===== src/rtl/sp_exc_pkg.sv =====
package sp_exc_pkg;

    localparam int ADDR_W = 20;
    localparam int SIZE_W = 2;
    localparam int SLOT_W = 3;

    localparam logic [ADDR_W-1:0] SP_RESET   = {ADDR_W{1'b1}};
    localparam logic [ADDR_W-1:0] DATA_LIMIT = ADDR_W'(20'h0FF00);

    localparam logic [SLOT_W-1:0] SLOT_NONE    = 3'd0;
    localparam logic [SLOT_W-1:0] SLOT_EMPTY   = 3'd2;
    localparam logic [SLOT_W-1:0] SLOT_BADADDR = 3'd4;

    typedef enum logic [1:0] {
        CAUSE_NONE    = 2'b00,
        CAUSE_EMPTY   = 2'b01,
        CAUSE_BADADDR = 2'b10
    } exc_cause_e;

    // Decoded stack operation carried through the datapath
    typedef struct packed {
        logic              active;  // some stack strobe is set
        logic              write;   // frame is stored to memory
        logic              grow;    // SP moves up (pop-type)
        logic [SIZE_W-1:0] size;    // words moved
    } stack_op_t;

    localparam stack_op_t STACK_IDLE = '{active: 1'b0, write: 1'b0, grow: 1'b0, size: '0};

    function automatic stack_op_t mk_op(input logic wr, input logic up, input logic [SIZE_W-1:0] n);
        stack_op_t o;
        o.active = 1'b1;
        o.write  = wr;
        o.grow   = up;
        o.size   = n;
        return o;
    endfunction

endpackage


===== src/rtl/sp_op_decode.sv =====
module sp_op_decode
    import sp_exc_pkg::*;
(
    input  logic      push_i,
    input  logic      pop_i,
    input  logic      call_i,
    input  logic      ret_i,
    input  logic      int_i,
    input  logic      rti_i,
    output stack_op_t op_o
);
    always_comb begin
        if (call_i)      op_o = mk_op(1'b1, 1'b0, 2'd2);
        else if (int_i)  op_o = mk_op(1'b1, 1'b0, 2'd2);
        else if (push_i) op_o = mk_op(1'b1, 1'b0, 2'd1);
        else if (ret_i)  op_o = mk_op(1'b0, 1'b1, 2'd2);
        else if (rti_i)  op_o = mk_op(1'b0, 1'b1, 2'd2);
        else if (pop_i)  op_o = mk_op(1'b0, 1'b1, 2'd1);
        else             op_o = STACK_IDLE;
    end
endmodule


===== src/rtl/sp_addr_calc.sv =====
module sp_addr_calc
    import sp_exc_pkg::*;
#(
    parameter int AW = ADDR_W
) (
    input  logic [AW-1:0] sp_i,
    input  stack_op_t     op_i,
    output logic [AW-1:0] stack_addr_o,
    output logic [AW-1:0] sp_next_o,
    output logic          empty_o
);
    localparam logic [AW:0] TOP_WIDE = {1'b0, {AW{1'b1}}};

    logic [AW:0]   up_sum;
    logic [AW-1:0] down_diff;

    always_comb begin
        up_sum    = {1'b0, sp_i} + (AW+1)'(op_i.size);
        down_diff = sp_i - AW'(op_i.size);
        empty_o   = op_i.active && op_i.grow && (up_sum > TOP_WIDE);
        if (op_i.grow) begin
            stack_addr_o = up_sum[AW-1:0];
            sp_next_o    = up_sum[AW-1:0];
        end else begin
            stack_addr_o = sp_i;
            sp_next_o    = down_diff;
        end
    end
endmodule


===== src/rtl/sp_exc_arbiter.sv =====
module sp_exc_arbiter
    import sp_exc_pkg::*;
#(
    parameter int AW = ADDR_W
) (
    input  logic              empty_i,
    input  logic              data_access_i,
    input  logic [AW-1:0]     eff_addr_i,
    output logic              valid_o,
    output exc_cause_e        cause_o,
    output logic [SLOT_W-1:0] slot_o
);
    logic bad_addr;

    always_comb begin
        bad_addr = data_access_i && (eff_addr_i > AW'(DATA_LIMIT));
        if (empty_i) begin
            cause_o = CAUSE_EMPTY;
            slot_o  = SLOT_EMPTY;
        end else if (bad_addr) begin
            cause_o = CAUSE_BADADDR;
            slot_o  = SLOT_BADADDR;
        end else begin
            cause_o = CAUSE_NONE;
            slot_o  = SLOT_NONE;
        end
        valid_o = empty_i || bad_addr;
    end
endmodule


===== src/rtl/stack_exc_unit.sv =====
module stack_exc_unit
    import sp_exc_pkg::*;
#(
    parameter int AW = ADDR_W
) (
    input  logic          clk,
    input  logic          rst,
    input  logic          op_push,
    input  logic          op_pop,
    input  logic          op_call,
    input  logic          op_ret,
    input  logic          op_int,
    input  logic          op_rti,
    input  logic          op_load,
    input  logic          op_store,
    input  logic [AW-1:0] eff_addr,
    input  logic [AW-1:0] instr_addr,
    output logic [AW-1:0] mem_addr,
    output logic          mem_we,
    output logic [AW-1:0] sp_out,
    output logic          exc_valid,
    output logic [1:0]    exc_cause,
    output logic [2:0]    vec_slot,
    output logic [AW-1:0] epc
);
    stack_op_t     op;
    logic [AW-1:0] stack_addr;
    logic [AW-1:0] sp_next;
    logic          empty;
    exc_cause_e    cause;
    logic [AW-1:0] sp_q;
    logic [AW-1:0] epc_q;

    sp_op_decode u_dec (
        .push_i (op_push),
        .pop_i  (op_pop),
        .call_i (op_call),
        .ret_i  (op_ret),
        .int_i  (op_int),
        .rti_i  (op_rti),
        .op_o   (op)
    );

    sp_addr_calc #(.AW(AW)) u_calc (
        .sp_i         (sp_q),
        .op_i         (op),
        .stack_addr_o (stack_addr),
        .sp_next_o    (sp_next),
        .empty_o      (empty)
    );

    sp_exc_arbiter #(.AW(AW)) u_arb (
        .empty_i       (empty),
        .data_access_i (op_load | op_store),
        .eff_addr_i    (eff_addr),
        .valid_o       (exc_valid),
        .cause_o       (cause),
        .slot_o        (vec_slot)
    );

    // Stack operations own the memory port
    always_comb begin
        if (op.active) begin
            mem_addr = stack_addr;
            mem_we   = op.write && !exc_valid;
        end else begin
            mem_addr = eff_addr;
            mem_we   = op_store && !exc_valid;
        end
    end

    always_ff @(posedge clk) begin
        if (rst) begin
            sp_q  <= AW'(SP_RESET);
            epc_q <= '0;
        end else begin
            if (op.active && !exc_valid) sp_q <= sp_next;
            if (exc_valid)               epc_q <= instr_addr;
        end
    end

    assign sp_out    = sp_q;
    assign epc       = epc_q;
    assign exc_cause = cause;
endmodule


===== config.mk =====
export PLATFORM = sky130hd
export DESIGN_NAME = stack_exc_unit
export DESIGN_NICKNAME = d
export VERILOG_FILES = /design/src/rtl/sp_exc_pkg.sv /design/src/rtl/sp_op_decode.sv /design/src/rtl/sp_addr_calc.sv /design/src/rtl/sp_exc_arbiter.sv /design/src/rtl/stack_exc_unit.sv
export SDC_FILE = /design/constraint.sdc
export NUM_CORES = 1
export LEC_CHECK = 0
export CAP_MARGIN = 15
export CORE_MARGIN = 8
export CORE_UTILIZATION = 34
export CTS_CLUSTER_SIZE = 14
export DETAILED_ROUTE_END_ITERATION = 16
export SYNTH_ARGS = -nofsm -noshare
export SYNTH_HDL_FRONTEND = slang
export SYNTH_SLANG_ARGS = --single-unit

===== constraint.sdc =====
create_clock -name clk -period 3.91 [get_ports clk]
set_clock_uncertainty 0.15 [all_clocks]
set_input_delay 0.391 -clock clk [delete_from_list [all_inputs] [get_ports clk]]
set_output_delay 0.391 -clock clk [all_outputs]
set_load 0.05 [all_outputs]

==> results.cfg, run 1 <==
[logic_synthesis]
ys_dominant_reg_cell = sky130_fd_sc_hd__dfxtp_1
yosys_register_bits = 40
syn_area_cell_um2 = 7.18
post_synth_edffs = 0
synth_net_count = 492
synth.cell_area_um2 = 3120
total_of_warnings_raised_by_yosys = 0
yosysSeqAreaShare_pct = 25.7
ys_types = 67
synthCells = 434
ys_async_sr_fraction_pct = 0

[route]
drt_pre_antenna_iters = 5
post-route-drc-count = 0
finalWirelength_um = 11800
viasPerCell = 5.64
wl_per_cell_um = 17.8
ant_nets = 0
num_vias = 3728
dr.first_iter.drc_count = 270

[timing]
slew_viols_final = 0
worst-slew-pin-transition_ns = 0.678
final_hold_viol_count = 0
post-route-min-period_ns = 3.76
slew_headroom_pct = 54.6
setup_viol = 0
final.period_utilization_pct = 96.2
setup_tns_ns = 0
setup_repair_after_global_routing_missed_its_margin = no
clock.fmax_mhz = 266

[pwr]
share_comb_of_total_power_pct = 47.2
cellPowerDensity_nw_per_um2 = 287
power_leakage_nw = 1.98
sum_of_internal_switching_and_leakage_power_mw = 1.37
sw_frac_of_total_pct = 39.7
power.clock.fraction_pct = 19.9
internal_power_mw = 0.828
share_seq_of_total_power_pct = 32.9
ir_drop_mv = 0.118
power.switching_mw = 0.545

[grt]
pin_count_of_the_biggest_net_entering_global_routing = 30
grt_util_all_layers_pct = 17.9
grt_pass1_wl_um = 18900
first_global_vias = 3579
antenna_found_initial = 0
grt_remaining_overflow = 0

[cells_and_area]
antennaDiodeCount = 0
final_net_count = 607
num-fill-cells = 873
area_delta_synth_final_pct = 53.3
mostFrequentLayoutCell = sky130_fd_sc_hd__clkdlybuf4s50_1
layout_common_cells = sky130_fd_sc_hd__clkdlybuf4s50_1, sky130_fd_sc_hd__nand2_1, sky130_fd_sc_hd__a21oi_1
drive_gt1_share_pct = 18.0

[min_path]
min-delay-path-class = reg2reg

[place]
hpwl_um = 9000
portBuffers = 115
place.gp.congestion = 0.901

[floorplan]
die_x_extent_um = 112
floorplan.die.height_um = 112
starting_density_of_the_core_pct = 34.4
floorplan.die_area_um2 = 12500
core.rowCount = 35
io_pins = 117
core_area_um2 = 9060

[run]
maxCapViolCount = 0

[clocking]
cts_buffer_count = 5
clock_latency_ns = 0.29
tritoncts_clock_tree = yes
postCtsHoldBufs = 0
clock-sinks = 40
max-clock-path-buffers = 2
clk_transition_reported_paths_ns = 0.07
root_buffer = sky130_fd_sc_hd__clkbuf_8
clock_tree.htree_level_count = 2

[setup_path]
worstPathArrival_ns = 3.22
crit_path_end_kind = output pin
start_kind = primary input
critical_path_required_ns = 3.37
crit_type = in2out
crit_path_max_fanout = 5

[status]
run_status = completed
kinds of logic after synthesis:
group	after synthesis	synth area share (%)
buffers and inverters	49	7.66
AOI/OAI and AO/OA	133	26.4
xor gates and xnor gates	3	0.843
and+or+nand+nor	196	34.3
adders and majority gates	8	3.69
DFF	40	25.7
muxes	4	1.28
other	1	0.120
stage by stage:
stage / worst slack [ns] / std cells / hold WS (ns) / util, % / cell area (um^2)
after floorplan: 0.0383 / 434 / 0.381 / - / 3120
after global placement: 0.0328 / 650 / 0.288 / 50.9 / 4610
after detailed placement: -0.0593 / 650 / 0.293 / 50.9 / 4610
after CTS: 0.00444 / 658 / 0.304 / 51.9 / 4700
after global routing: 0.0538 / 661 / 0.316 / 52.7 / 4780
final: 0.148 / 661 / 0.300 / 52.7 / 4780
worst max-delay path, stage by stage:
cell and delay (ns):
sky130_fd_sc_hd__clkdlybuf4s50_1 0.50, sky130_fd_sc_hd__nor2_1 0.07, sky130_fd_sc_hd__nor2_2 0.12, sky130_fd_sc_hd__ha_2 0.19, sky130_fd_sc_hd__inv_1 0.05, sky130_fd_sc_hd__fa_2 0.34
sky130_fd_sc_hd__nand3b_4 0.18, sky130_fd_sc_hd__nor4_4 0.42, sky130_fd_sc_hd__nand4_1 0.22, sky130_fd_sc_hd__xnor2_2 0.22, sky130_fd_sc_hd__a221oi_2 0.30, sky130_fd_sc_hd__clkbuf_16 0.23
path summary, 6_finish.rpt:
| path | startpoint | end | depth (start not counted) | slack, ns |
|---|---|---|---|---|
| worst max-delay path | op_pop | mem_addr[18] | 12 | 0.15 |
| worst min register to register | epc[9] | epc[9] | 2 | 0.30 |
| worst max register to register | sp_out[1] | sp_out[0] | 10 | 1.00 |
| worst min-delay path | epc[9] | epc[9] | 2 | 0.30 |
sequential cells by signal, indices dropped and copies added, names as in the netlist:
signal,cells
sp_out,20
epc,20
cells in the mapped netlist (2+ instances only):
cell | n | area [um^2]
sky130_fd_sc_hd__nand2_1 | 60 | 225
sky130_fd_sc_hd__a21oi_1 | 54 | 270
sky130_fd_sc_hd__nor2_1 | 41 | 154
sky130_fd_sc_hd__dfxtp_1 | 40 | 801
sky130_fd_sc_hd__o21ai_0 | 27 | 135
sky130_fd_sc_hd__clkbuf_1 | 20 | 75.1
sky130_fd_sc_hd__nand3_1 | 19 | 95.1
sky130_fd_sc_hd__nor3_1 | 15 | 75.1
sky130_fd_sc_hd__nand4_1 | 13 | 81.3
sky130_fd_sc_hd__inv_1 | 10 | 37.5
sky130_fd_sc_hd__or3_1 | 10 | 62.6
sky130_fd_sc_hd__a31oi_1 | 8 | 50.1
sky130_fd_sc_hd__buf_2 | 8 | 40.0
sky130_fd_sc_hd__buf_4 | 6 | 45.0
sky130_fd_sc_hd__ha_1 | 6 | 75.1
sky130_fd_sc_hd__o22ai_1 | 6 | 37.5
sky130_fd_sc_hd__a211oi_1 | 5 | 37.5
sky130_fd_sc_hd__a22oi_1 | 5 | 37.5
sky130_fd_sc_hd__and3_1 | 4 | 25.0
sky130_fd_sc_hd__mux2i_1 | 4 | 40.0
sky130_fd_sc_hd__nor4_1 | 4 | 25.0
sky130_fd_sc_hd__a21o_1 | 3 | 22.5
sky130_fd_sc_hd__buf_6 | 3 | 33.8
sky130_fd_sc_hd__nor2_2 | 3 | 18.8
sky130_fd_sc_hd__nor2b_1 | 3 | 18.8
sky130_fd_sc_hd__nor4_4 | 3 | 63.8
sky130_fd_sc_hd__or3b_1 | 3 | 26.3
sky130_fd_sc_hd__a21oi_2 | 2 | 17.5
sky130_fd_sc_hd__a2bb2oi_1 | 2 | 17.5
sky130_fd_sc_hd__a311oi_1 | 2 | 17.5
sky130_fd_sc_hd__a32oi_1 | 2 | 17.5
sky130_fd_sc_hd__fa_1 | 2 | 40.0
sky130_fd_sc_hd__nor4_2 | 2 | 25.0
sky130_fd_sc_hd__o21ai_1 | 2 | 10.0
sky130_fd_sc_hd__o31a_1 | 2 | 17.5
sky130_fd_sc_hd__o31ai_1 | 2 | 15.0
sky130_fd_sc_hd__or4_1 | 2 | 15.0
sky130_fd_sc_hd__xor2_1 | 2 | 17.5
cell type report:
type | count | area [um^2] | share of cell area, %
multi-input cells | 345 | 2120 | 44.4
repair buffers | 146 | 1590 | 33.3
flip-flops and latches | 40 | 801 | 16.8
well taps | 111 | 139 | 2.91
clock buffers | 5 | 68.8 | 1.44
inverters | 11 | 41.3 | 0.864
clock inverters | 3 | 18.8 | 0.393
routing by layer:
layer / routed length, um / global-route usage [%]
met1: 5600 / 24.3
met2: 5080 / 27.1
met3: 974 / 4.76
met4: 102 / 5.20
met5: 0 / 0
power by group through the flow:
| stage | Clock [mW] | Sequential [mW] | Combinational [mW] |
|---|---|---|---|
| 3_5_place_dp | 0 | 0.461 | 0.630 |
| 4_1_cts | 0.287 | 0.451 | 0.634 |
| 6_report | 0.273 | 0.451 | 0.648 |
| 5_1_grt | 0.303 | 0.455 | 0.687 |
| 2_1_floorplan | 0 | 0.522 | 0.306 |
| 3_3_place_gp | 0 | 0.460 | 0.626 |
timing repair:
item / in CTS / in global routing
pin swaps: 2 / 9
resized for setup: 1 / 18
buffers inserted: 0 / 3
endpoints found under the setup margin: 3 / 10
(Power assumes the default switching activity.)
==> run 2: changes to the inputs <==
RECOVER_POWER = 50   (was not set)
==> results.cfg, run 2 (synthesis gave the netlist of run 1 again) <==
[status]
run_status = completed

[setup_path]
crit_path_max_fanout = 5
critical_path_buf_inv_count = 3
crit_type = in2out
stage_delay_of_the_slowest_cell_on_the_critical_path_ns = 0.49
worstPathArrival_ns = 3.22
list_of_cells_traversed_by_the_critical_path = clkdlybuf4s50_1 > nor2_1 > nor2_2 > ha_2 > inv_1 > fa_2 > nand3b_4 > nor4_4 > nand4_1 > xnor2_2 > a221oi_2 > clkbuf_16
start_kind = primary input
critical_path_required_ns = 3.37
crit_path_top_delay_cell = sky130_fd_sc_hd__clkdlybuf4s50_1
critPathTopFamily = simple AND/OR/NAND/NOR gates
crit_path_end_kind = output pin

[cells_and_area]
multi_input_area_um2 = 2100
antennaDiodeCount = 0
ff_latch_area_um2 = 801
num-fill-cells = 882
fin_util_pct = 52.0
mostFrequentLayoutCell = sky130_fd_sc_hd__nand2_1
final_net_count = 607
drive_gt1_share_pct = 16.7
layout_common_cells = sky130_fd_sc_hd__nand2_1, sky130_fd_sc_hd__a21oi_1, sky130_fd_sc_hd__clkdlybuf4s50_1
area_delta_synth_final_pct = 51.2

[clocking]
tritoncts_clock_tree = yes
clock_latency_ns = 0.29
clk_transition_reported_paths_ns = 0.07
max-clock-path-buffers = 2
clock_tree.htree_level_count = 2
clock-sinks = 40
root_buffer = sky130_fd_sc_hd__clkbuf_8
postCtsHoldBufs = 0
cts_buffer_count = 5

[grt]
pin_count_of_the_biggest_net_entering_global_routing = 30
antenna_found_initial = 0
grt_remaining_overflow = 0
grt_pass1_wl_um = 18900
first_global_vias = 3579
grt_util_all_layers_pct = 17.9

[pwr]
cellPowerDensity_nw_per_um2 = 287
power_leakage_nw = 1.93
ir_drop_mv = 0.118

[route]
finalWirelength_um = 11800
ant_nets = 0
wl_per_cell_um = 17.8
post-route-drc-count = 0
viasPerCell = 5.67
dr.first_iter.drc_count = 275
drt_pre_antenna_iters = 5
num_vias = 3746

[timing]
setup_repair_after_global_routing_missed_its_margin = no
post-route-min-period_ns = 3.76
hold-worst-slack_ns = 0.297
setup_viol = 0
slew_headroom_pct = 39.2
slew_viols_final = 0
final.period_utilization_pct = 96.2
final_hold_viol_count = 0
worst-slew-pin-transition_ns = 0.912
setup_tns_ns = 0
least_setup_slack_across_all_paths_after_layout_ns = 0.147
clock.fmax_mhz = 266

[floorplan]
floorplan.die.height_um = 112
core.rowCount = 35
core_area_um2 = 9060
die_x_extent_um = 112
io_pins = 117
floorplan.die_area_um2 = 12500
starting_density_of_the_core_pct = 34.4

[place]
portBuffers = 115
preCtsSetupSlack_ns = -0.0593
hpwl_um = 9000
place.gp.congestion = 0.901

[min_path]
min-delay-path-class = reg2reg

[run]
maxCapViolCount = 0
run 2: power breakdown:
part / internal (mW) / switching [mW] / total, mW / leakage (nW)
clock: 0.124 / 0.149 / 0.273 / 0.0479
sequential: 0.427 / 0.0230 / 0.450 / 0.328
combinational: 0.261 / 0.370 / 0.631 / 1.55
total: 0.812 / 0.542 / 1.35 / 1.93
run 2: worst paths after layout:
path,from,to,slack [ns],cells past startpoint
hold reg to reg,epc[9],epc[9],0.30,2
setup / recovery,op_pop,mem_addr[18],0.15,12
hold / removal,epc[9],epc[9],0.30,2
setup reg to reg,sp_out[1],sp_out[0],0.86,10
run 2: per-stage QoR:
step	cells	instance area [um^2]	power, mW
2_1_floorplan	434	3120	0.828
3_3_place_gp	650	4610	1.09
3_5_place_dp	650	4610	1.09
6_report	661	4710	1.35
4_1_cts	658	4700	1.37
5_1_grt	661	4710	1.43
run 2: layer usage:
| layer | vias to the layer above | global-route usage [%] | share of wire, % |
|---|---|---|---|
| met5 | - | 0 | 0 |
| met4 | 0 | 5.20 | 0.95 |
| met3 | 10 | 4.76 | 8.2 |
| met2 | 177 | 27.1 | 43 |
| met1 | 1761 | 24.3 | 47 |
| li1 | 1798 | - | - |
run 2: timing repair:
item                       CTS  global route
setup endpoints to repair    3            10
gates resized for setup      1            18
buffers inserted             0             3
pin swaps                    2             9
run 2: layout make-up:
cell class | instances | area share [%]
Clock buffer | 5 | 1.46
Clock inverter | 3 | 0.398
Inverter | 11 | 0.876
Multi-Input combinational cell | 345 | 44.5
Sequential cell | 40 | 17.0
Tap cell | 111 | 2.95
Timing Repair Buffer | 146 | 32.8
run 2: worst register-to-register path: cells and delay by family, from the launching register on:
family,cells,cell delay [ns]
AO/OA/AOI/OAI,2,0.21
buffers and inverters,3,0.57
flip-flops,1,0.47
AND/OR/NAND/NOR,4,1.10
adder cells (fa/ha/maj),1,0.42
